## src/rtl/spi3_pkg.sv

```systemverilog
package spi3_pkg;
  localparam int WORD_W = 16;
  localparam int GAIN_W = 4;
  localparam int CHAN_W = 4;
  localparam int OP_W   = WORD_W - GAIN_W - CHAN_W;
  localparam int CNT_W  = $clog2(WORD_W);

  localparam logic [OP_W-1:0]   OP_WRITE  = 8'h2A;
  localparam logic [WORD_W-1:0] W_READ    = 16'h6A00;
  localparam logic [WORD_W-1:0] W_NOP     = 16'h0000;
  localparam logic [WORD_W-1:0] W_SDN_ON  = 16'hE1F1;
  localparam logic [WORD_W-1:0] W_SDN_OFF = 16'hE100;

  typedef enum logic [2:0] {
    CMD_OTHER,
    CMD_NOP,
    CMD_WRITE,
    CMD_READ,
    CMD_SLEEP,
    CMD_WAKE
  } cmd_e;

  function automatic cmd_e decode_word(input logic [WORD_W-1:0] w);
    cmd_e c;
    if (w[WORD_W-1 -: OP_W] == OP_WRITE) c = CMD_WRITE;
    else if (w == W_READ)    c = CMD_READ;
    else if (w == W_SDN_ON)  c = CMD_SLEEP;
    else if (w == W_SDN_OFF) c = CMD_WAKE;
    else if (w == W_NOP)     c = CMD_NOP;
    else                     c = CMD_OTHER;
    return c;
  endfunction
endpackage

```

## src/rtl/spi3_pin_sync.sv

```systemverilog
module spi3_pin_sync #(
  parameter int          STAGES  = 2,
  parameter int          WIDTH   = 3,
  parameter logic [WIDTH-1:0] RST_VAL = '0
) (
  input  logic             clk,
  input  logic             rst_n,
  input  logic [WIDTH-1:0] pin_i,
  output logic [WIDTH-1:0] lvl_o
);
  for (genvar b = 0; b < WIDTH; b++) begin : g_bit
    logic [STAGES-1:0] chain;
    always_ff @(posedge clk or negedge rst_n) begin
      if (!rst_n) chain <= {STAGES{RST_VAL[b]}};
      else        chain <= {chain[STAGES-2:0], pin_i[b]};
    end
    assign lvl_o[b] = chain[STAGES-1];
  end
endmodule

```

## src/rtl/spi3_edge_detect.sv

```systemverilog
module spi3_edge_detect #(
  parameter int               WIDTH   = 2,
  parameter logic [WIDTH-1:0] RST_VAL = '0
) (
  input  logic             clk,
  input  logic             rst_n,
  input  logic [WIDTH-1:0] lvl_i,
  output logic [WIDTH-1:0] rise_o,
  output logic [WIDTH-1:0] fall_o
);
  logic [WIDTH-1:0] prev;

  always_ff @(posedge clk or negedge rst_n) begin
    if (!rst_n) prev <= RST_VAL;
    else        prev <= lvl_i;
  end

  assign rise_o = lvl_i & ~prev;
  assign fall_o = ~lvl_i & prev;
endmodule

```

## src/rtl/spi3_frame_rx.sv

```systemverilog
module spi3_frame_rx
  import spi3_pkg::*;
(
  input  logic              clk,
  input  logic              rst_n,
  input  logic              cs_active,
  input  logic              cs_start,
  input  logic              cs_end,
  input  logic              sclk_rise,
  input  logic              din,
  output logic [WORD_W-1:0] word_o,
  output logic              commit_o,
  output logic              seen_rise_o
);
  logic [WORD_W-1:0] shreg;
  logic [CNT_W-1:0]  bit_cnt;
  logic              full;
  logic              seen;

  always_ff @(posedge clk or negedge rst_n) begin
    if (!rst_n) begin
      shreg   <= '0;
      bit_cnt <= '0;
      full    <= 1'b0;
      seen    <= 1'b0;
    end else if (!cs_active) begin
      bit_cnt <= '0;
      full    <= 1'b0;
      seen    <= 1'b0;
    end else if (sclk_rise) begin
      shreg   <= {shreg[WORD_W-2:0], din};
      bit_cnt <= bit_cnt + 1'b1;
      seen    <= 1'b1;
      if (bit_cnt == CNT_W'(WORD_W - 1)) full <= 1'b1;
    end
  end

  assign word_o      = shreg;
  assign seen_rise_o = seen;
  assign commit_o    = cs_end && full && (bit_cnt == '0);

  // each frame begins with a cleared count and no completed word
  p_fresh_frame_r3: assert property (@(posedge clk) disable iff (!rst_n)
    cs_start |-> (bit_cnt == '0 && !full));
endmodule

```

## src/rtl/spi3_tx_shift.sv

```systemverilog
module spi3_tx_shift
  import spi3_pkg::*;
(
  input  logic              clk,
  input  logic              rst_n,
  input  logic              cs_active,
  input  logic              sclk_fall,
  input  logic              seen_rise,
  input  logic [GAIN_W-1:0] gain,
  input  logic [CHAN_W-1:0] chan,
  output logic              bit_o
);
  logic [WORD_W-1:0] txreg;

  always_ff @(posedge clk or negedge rst_n) begin
    if (!rst_n)
      txreg <= '0;
    else if (!cs_active)
      txreg <= {{OP_W{1'b0}}, gain, chan};
    else if (sclk_fall && seen_rise)
      txreg <= {txreg[WORD_W-2:0], 1'b0};
  end

  assign bit_o = txreg[WORD_W-1];

  // inside a frame the output bit moves only on a falling clock edge
  p_tx_hold_r7: assert property (@(posedge clk) disable iff (!rst_n)
    (cs_active && !sclk_fall) |=> $stable(bit_o));
endmodule

```

## src/rtl/spi3_cfg_regs.sv

```systemverilog
module spi3_cfg_regs
  import spi3_pkg::*;
(
  input  logic              clk,
  input  logic              rst_n,
  input  logic              commit,
  input  logic [WORD_W-1:0] word,
  output logic [GAIN_W-1:0] gain_o,
  output logic [CHAN_W-1:0] chan_o,
  output logic              sdn_o,
  output logic              pend_o
);
  cmd_e cmd;
  assign cmd = decode_word(word);

  always_ff @(posedge clk or negedge rst_n) begin
    if (!rst_n) begin
      gain_o <= '0;
      chan_o <= '0;
      sdn_o  <= 1'b0;
      pend_o <= 1'b0;
    end else if (commit) begin
      if (pend_o) begin
        pend_o <= 1'b0;
      end else begin
        pend_o <= (cmd == CMD_READ);
        unique case (cmd)
          CMD_WRITE: begin
            gain_o <= word[GAIN_W+CHAN_W-1:CHAN_W];
            chan_o <= word[CHAN_W-1:0];
            sdn_o  <= 1'b0;
          end
          CMD_SLEEP: sdn_o <= 1'b1;
          CMD_WAKE:  sdn_o <= 1'b0;
          default: ;
        endcase
      end
    end
  end

  // codes hold between accepted frames
  p_codes_hold_r2: assert property (@(posedge clk) disable iff (!rst_n)
    !commit |=> ($stable(gain_o) && $stable(chan_o)));
  // shutdown flag holds between accepted frames
  p_sdn_hold_r5: assert property (@(posedge clk) disable iff (!rst_n)
    !commit |=> $stable(sdn_o));
  // the shutdown word takes effect
  p_sdn_enter_r5: assert property (@(posedge clk) disable iff (!rst_n)
    (commit && !pend_o && word == W_SDN_ON) |=> sdn_o);
  // a read-back frame consumes the armed state
  p_readout_clears_r8: assert property (@(posedge clk) disable iff (!rst_n)
    (commit && pend_o) |=> !pend_o);
endmodule

```

## src/rtl/spi3_gain_ctrl.sv

```systemverilog
module spi3_gain_ctrl
  import spi3_pkg::*;
#(
  parameter int SYNC_STAGES = 2
) (
  input  logic              clk,
  input  logic              rst_n,
  input  logic              sclk,
  input  logic              cs_n,
  input  logic              dio_in,
  output logic              dio_out,
  output logic              dio_oe,
  output logic [GAIN_W-1:0] gain_code,
  output logic [CHAN_W-1:0] chan_code,
  output logic              shutdown
);
  localparam logic [2:0] PIN_RST  = 3'b010;
  localparam logic [1:0] EDGE_RST = 2'b10;

  logic [2:0]        pin_lvl;
  logic [1:0]        edge_rise;
  logic [1:0]        edge_fall;
  logic              cs_active;
  logic [WORD_W-1:0] rx_word;
  logic              commit;
  logic              seen_rise;
  logic              pend;

  spi3_pin_sync #(.STAGES(SYNC_STAGES), .WIDTH(3), .RST_VAL(PIN_RST)) u_sync (
    .clk   (clk),
    .rst_n (rst_n),
    .pin_i ({dio_in, cs_n, sclk}),
    .lvl_o (pin_lvl)
  );

  spi3_edge_detect #(.WIDTH(2), .RST_VAL(EDGE_RST)) u_edge (
    .clk    (clk),
    .rst_n  (rst_n),
    .lvl_i  (pin_lvl[1:0]),
    .rise_o (edge_rise),
    .fall_o (edge_fall)
  );

  assign cs_active = ~pin_lvl[1];

  spi3_frame_rx u_rx (
    .clk         (clk),
    .rst_n       (rst_n),
    .cs_active   (cs_active),
    .cs_start    (edge_fall[1]),
    .cs_end      (edge_rise[1]),
    .sclk_rise   (edge_rise[0]),
    .din         (pin_lvl[2]),
    .word_o      (rx_word),
    .commit_o    (commit),
    .seen_rise_o (seen_rise)
  );

  spi3_cfg_regs u_cfg (
    .clk    (clk),
    .rst_n  (rst_n),
    .commit (commit),
    .word   (rx_word),
    .gain_o (gain_code),
    .chan_o (chan_code),
    .sdn_o  (shutdown),
    .pend_o (pend)
  );

  spi3_tx_shift u_tx (
    .clk       (clk),
    .rst_n     (rst_n),
    .cs_active (cs_active),
    .sclk_fall (edge_fall[0]),
    .seen_rise (seen_rise),
    .gain      (gain_code),
    .chan      (chan_code),
    .bit_o     (dio_out)
  );

  assign dio_oe = pend && cs_active;

  // the armed state only changes when a frame is accepted
  p_pend_on_commit_r8: assert property (@(posedge clk) disable iff (!rst_n)
    !commit |=> $stable(pend));
endmodule

```

## config.mk

```make
export PLATFORM = sky130hd
export DESIGN_NAME = spi3_gain_ctrl
export DESIGN_NICKNAME = d
export VERILOG_FILES = /design/src/rtl/spi3_pkg.sv /design/src/rtl/spi3_pin_sync.sv /design/src/rtl/spi3_edge_detect.sv /design/src/rtl/spi3_frame_rx.sv /design/src/rtl/spi3_tx_shift.sv /design/src/rtl/spi3_cfg_regs.sv /design/src/rtl/spi3_gain_ctrl.sv
export SDC_FILE = /design/constraint.sdc
export NUM_CORES = 1
export LEC_CHECK = 0
export ABC_CLOCK_PERIOD_IN_PS = 1400
export CORE_ASPECT_RATIO = 1.75
export CORE_MARGIN = 1.5
export CORE_UTILIZATION = 40
export CTS_BUF_LIST = sky130_fd_sc_hd__clkbuf_2 sky130_fd_sc_hd__clkbuf_4 sky130_fd_sc_hd__clkbuf_8
export CTS_CLUSTER_SIZE = 30
export DETAILED_ROUTE_END_ITERATION = 10
export DONT_BUFFER_PORTS = 1
export GPL_TIMING_DRIVEN = 1
export MAX_ROUTING_LAYER = met4
export PLACE_DENSITY_LB_ADDON = 0.08
export SLEW_MARGIN = 0
export SYNTH_ARGS = -nofsm -noshare
export SYNTH_HDL_FRONTEND = slang
export SYNTH_SLANG_ARGS = --single-unit
```

## constraint.sdc

```tcl
create_clock -name clk -period 1.4 [get_ports clk]
set_input_delay 0.14 -clock clk [delete_from_list [all_inputs] [get_ports clk]]
set_output_delay 0.14 -clock clk [all_outputs]
set_load 0.02 [all_outputs]
```

# == Word-level counts from Yosys, hierarchy flattened ==
# Index checks and enable logic that the tools add are counted.
# totals
elab_cells,60
output_inout_bits,11
input_bits,5
ff_bits,56
# op_classes
n_eq_ne,9
add_sub_neg,1
n_reduce_logical,15
bitwise_logic,6
muxes,16
# ops
cell,n
equality test 16 bit (second input constant),2
two-way mux 16 bit,2
equality test 16 x 15 -> 1 bit (second input constant),1
zero test 16 bit,1
two-way mux 3 bit,4
equality test 8 x 6 -> 1 bit (second input constant),1
two-way mux 4 bit,2
nonzero test 2 bit,4
two-way mux 1 bit,7
equality test 3 x 2 -> 1 bit (second input constant),2
equality test 3 bit (second input constant),2
AND reduction 3 bit,2
adder 4 x 1 -> 4 bit (second input constant),1
equality test 4 bit (second input constant),1
logical AND 1 bit,4
zero test 4 bit,1
AND reduction 2 bit,2
NOT 1 bit,3
AND 2 bit,1
NOT 2 bit,1
one-hot mux 1 bit (2 select lines),1
OR reduction 2 bit,1
AND 1 bit,1

# == Logic depth before layout (Yosys ltp) ==
# logic_depth
depth_word,10
depth_mapped,6
ltp_nobuf,6

# == Modules after synthesis ==
# From an unflattened synthesis, not the netlist that was laid out.
# unflattened
cells_unflattened,194
area_unflattened_um2,2556.2
# by_module_without_submodules
module,n_inst,cells_each,area_each_um2
spi3_frame_rx,1,63,954.7
spi3_tx_shift,1,79,837.1
spi3_cfg_regs,1,35,493.0
spi3_pin_sync,1,9,175.2
spi3_edge_detect,1,6,86.3
spi3_gain_ctrl,1,2,10.0

# == Worst setup path before layout ==
# OpenSTA, ideal clock, no wires.
# synth_timing
path_type,register to register
start,register u_sync.g_bit[0].chain[1]
end,register u_rx.shreg[10] (netlist: u_rx.word_o[10])
required_time_ps,1275
path_stages_with_launch,7
path_slack_ps,-37
arrival_time_ps,1311
cell_sequence,dfrtp_1 > nor2b_4 > buf_6 > nor2b_4 > buf_6 > buf_8 > mux2_4
# synth_between
elab_chain_len,2
# synth_rtl
item,line,text
from (decl),spi3_pin_sync.sv:12,logic [STAGES-1:0] chain;
from (signal assigned),spi3_pin_sync.sv:14,if (!rst_n) chain <= {STAGES{RST_VAL[b]}};
from (signal assigned),spi3_pin_sync.sv:15,"else chain <= {chain[STAGES-2:0], pin_i[b]};"
AND 2 bit,spi3_edge_detect.sv:18,assign rise_o = lvl_i & ~prev;
AND reduction 2 bit (no line),n/a,
to (signal assigned),spi3_frame_rx.sv:31,"shreg <= {shreg[WORD_W-2:0], din};"
to (decl),spi3_frame_rx.sv:15,logic [WORD_W-1:0] shreg;
# Every way passes these cells.
# A chain may end at the register's enable or synchronous reset.

# == Final worst setup path ==
# layout_timing
start,register u_rx.bit_cnt[1]
end,register u_cfg.chan_o[2]
# layout_between
elab_chain_len,3
# layout_rtl
item,line,text
from (decl),spi3_frame_rx.sv:16,logic [CNT_W-1:0] bit_cnt;
from (signal assigned),spi3_frame_rx.sv:32,bit_cnt <= bit_cnt + 1'b1;
zero test 4 bit,spi3_frame_rx.sv:40,assign commit_o = cs_end && full && (bit_cnt == '0);
logical AND 1 bit,spi3_frame_rx.sv:40,
AND reduction 3 bit (no line),n/a,
to (signal assigned),spi3_cfg_regs.sv:30,chan_o <= word[CHAN_W-1:0];
to (decl),spi3_cfg_regs.sv:9,"output logic [CHAN_W-1:0] chan_o,"
# Every way passes these cells.

==> impl_results.md <==
* Final RePlAce weighted congestion at 0.772
* RSZ-0062 raised after global routing: yes
* Worst Path Max Fanout at 5
* Die area at 6420 um2
* Static Leak at 1.29 nW
* Part of the power in combinational logic at 0.136
* Met3 usage at 0.0433
* Time the worst path needs with I/O delays and setup at 1.51 ns
* Post-Synthesis Mean Instance Area at 12.9 um2
* Storage element area at 1410 um2
* Fill cells at 534
* Total congestion overflow after global routing at 0
* Number of cells produced by synthesis at 184
* Sequential fraction of the synthesis area at 0.592
* Total net switching power at 0.786 mW
* Reg-to-reg critical path endpoint: u_cfg.chan_o[2]
* HPWL after detailed placement at 2920 um
* Share of cells above drive strength 1 at 0.353
* Final worst path period share at 1.08
* Clock tree from TritonCTS: yes
* GRT Util Overall at 0.158
* Max capacitance violation total at 0
* Routed length per instance at 15.0 um
* Global-route track usage on met2 at 0.259
* Clock H-tree levels at 2
* Clock buffer depth at 2
* Initial DRC count at 39
* Unique masters post-synth at 38
* Global-route wire length before repair at 7330 um
* Die Ht at 105 um
* CTS sink cnt at 56
* Residual DRC at 0
* Internal at 2.37 mW
* Footprint of the multi-input gates at 945 um2
* Post-synth ARST share at 1.00
* Switching Share at 0.249
* Total routed wirelength at 4410 um
* Via count of the first global-routing pass at 1533
* Final setup violation count at 10
* Run status: complete, but fails checks
* Total of flip-flops plus latches after synthesis at 56
* Share of power burned in the clock network at 0.278
* Synth cell count leaders: sky130_fd_sc_hd__dfrtp_1 (53), sky130_fd_sc_hd__nand2_1 (27), sky130_fd_sc_hd__mux2_2 (14), sky130_fd_sc_hd__nor2_1 (11), sky130_fd_sc_hd__mux2_4 (10)
* Biggest area contributors in the synthesized netlist: sky130_fd_sc_hd__dfrtp_1 (56%), sky130_fd_sc_hd__mux2_2 (6.6%), sky130_fd_sc_hd__mux2_4 (6.3%)
* Fmax at 0.660 GHz
* Critical path data arrival time at 1.72 ns
* DRT Pass-1 Iters at 4
* Worst Path Required at 1.60 ns
* Met1 capacity usage during global routing at 0.173
* Beginning of the worst register-to-register path: u_rx.bit_cnt[1]
* Buffers added on ports at 0
* Kind of start point of the critical path: flop
* Core region area at 5790 um2
* Count of inserted antenna diode cells at 0
* Number of primary I/O pins at 16
* Max Clock Skew at 0.00787 ns
* Final layout net count at 221
* Cell Pwr Density at 1120 nW/um2
* Worst-case vdd ir drop at 0.824 mV
* Dominant cell by count in the synthesized netlist: sky130_fd_sc_hd__dfrtp_1
* Via/cell ratio at 4.92
* Antenna violations before repair at 0
* Starting Density at 0.410
* Slew at the pin with the worst max-slew slack at 0.314 ns
* Cell area after synthesis at 2370 um2
* Area share of the largest cell type after synthesis at 0.559
* Clock input transition at the sequential cells of the worst setup and hold paths at 0.10 ns
* Count of non-filler cells in the finished layout at 293
* Number of flops mapped to enable cells by yosys at 0
* Clock buffers created by TritonCTS at 5
* Clock network latency to the later pin of the worst-skew pair at 0.31 ns
* CP max stage delay at 0.40 ns
* Most congested layer reported by global routing: met2
* Cell Rows at 37
* Via count at 1441
* Warnings, synthesis at 0
* Final core utilization at 0.487
* Area growth from synthesis to layout at 18.7%
* Min-Delay Path Class: input port to async pin
* Element type at the critical path end: flop
* Slowest stage cell, crit path: sky130_fd_sc_hd__dfrtp_1
* Total of hold buffers inserted after clock tree synthesis at 3
* Count of final hold-check violations at 56
* Largest area contributor in the netlist: sky130_fd_sc_hd__dfrtp_1
* Maximum number of pins on one net before global-route repair at 57
* Post-layout worst setup margin at -0.114 ns
* Final hold slack at -0.486 ns
* Worst R2R Path Depth at 6
* Reg-to-reg slack, setup at -0.11 ns
* Worst-case headroom to the max-slew limit at 0.789
* Width of the die at 61.2 um
* Worst slack at placement at -0.111 ns
* Portion of total power attributed to sequential cells at 0.586
* Critical path, cell by cell: inv_2 > ha_4 > and4bb_4 > buf_12 > nand4_4 > mux2_2
* Total placed cells including tap cells at 277
* Post-route ant nets at 0
* Final max-slew violation count at 0
* Syn_nets at 191
* Failing checks: negative hold slack, negative setup slack
* Primary FF master, synth: sky130_fd_sc_hd__dfrtp_1
* CTS Root Buffer Type: sky130_fd_sc_hd__clkbuf_8
* WS Path Type: flop to flop
## cell families (layout without fill, tap and decap cells)
logic type | after synthesis | in the layout | share of synthesized area
buffers and inverters | 10 | 40 | 0.0290
AOI/OAI and AO/OA | 20 | 20 | 0.0464
xor gates and xnor gates | 3 | 3 | 0.0111
DFF | 56 | 56 | 0.592
muxes | 31 | 31 | 0.159
and+or+nand+nor | 62 | 63 | 0.151
adders and majority gates | 2 | 2 | 0.0105
## flip-flops by register name, indices dropped and copies added, names as in the netlist
register            count
u_rx.full               1
u_cfg.chan_o            4
u_sync.g_bit.chain      6
u_edge.prev             2
u_cfg.pend_o            1
u_rx.seen_rise_o        1
u_cfg.sdn_o             1
u_tx.txreg             16
u_rx.bit_cnt            4
u_rx.word_o            16
u_cfg.gain_o            4
## power groups by stage
| stage | Clock, mW | Combinational, mW | Sequential (mW) |
|---|---|---|---|
| after floorplan | 0 | 0.232 | 1.88 |
| after global placement | 0 | 0.384 | 1.88 |
| after detailed placement | 0 | 0.396 | 1.88 |
| after CTS | 0.922 | 0.413 | 1.85 |
| after global routing | 0.992 | 0.471 | 1.87 |
| final | 0.880 | 0.428 | 1.85 |
## placed cells by master (no fill, tap or decap), drive strengths merged, types with 2 or more instances in the layout
| cell type | count |
|---|---|
| nor2 | 12 |
| inv | 3 |
| mux2i | 7 |
| nand2 | 27 |
| nor3 | 2 |
| dfrtp | 53 |
| xor2 | 2 |
| o21ai | 8 |
| buf | 27 |
| clkinv | 2 |
| nor3b | 2 |
| and4bb | 2 |
| dfstp | 3 |
| nor2b | 3 |
| clkbuf | 5 |
| a21oi | 9 |
| nand4 | 6 |
| mux2 | 24 |
| ha | 2 |
| dlygate4sd3 | 3 |
## repair_timing
item,4_1_cts,5_1_grt
endpoints found under the hold margin,59,56
gates cloned,1,0
resized for setup,2,6
setup buffers,1,3
pin swaps,2,2
endpoints found under the setup margin,10,11
## metal layers
layer  part of all wire  vias to the layer above
met5                  0                        -
met4              0.031                        0
met3              0.035                       12
met2               0.55                       21
met1               0.38                      711
li1                   -                      697
## metrics by stage
step                      power (mW)  TNS, ns  instance area, um2
final                           3.16    -1.02                2820
after CTS                       3.18   -0.657                2760
after global routing            3.34    -1.60                2820
after detailed placement        2.28   -0.894                2610
after global placement          2.26   -0.392                2610
after floorplan                 2.11   -0.593                2370
## how the worst max path moves through the flow
stage,start,end,slack (ns),cells past startpoint
4_1_cts,u_rx.bit_cnt[1],u_cfg.sdn_o,-0.11,6
3_3_place_gp,u_rx.bit_cnt[1],u_cfg.chan_o[0],-0.05,5
3_5_place_dp,u_rx.bit_cnt[1],u_cfg.chan_o[2],-0.11,5
5_1_grt,u_rx.bit_cnt[1],u_cfg.sdn_o,-0.20,6
6_report,u_rx.bit_cnt[1],u_cfg.chan_o[2],-0.11,6
2_1_floorplan,u_sync.g_bit[0].chain[1],u_rx.word_o[10],-0.04,6
## worst max-delay path, delay by kind of cell, from the launching register on
kind | cells | cell delay (ns)
mux | 1 | 0.31
buf+inv | 2 | 0.20
simple gates | 2 | 0.38
flops | 1 | 0.40
fa+ha+maj | 1 | 0.13
## cell type report
cell class,instances,share of cell area
Clock buffer,5,0.0244
Clock inverter,3,0.00800
Multi-Input combinational cell,119,0.335
Inverter,2,0.00267
Tap cell,78,0.0347
Timing Repair Buffer,30,0.0960
Sequential cell,56,0.499
Note: power is estimated with default switching activity, not from simulation.
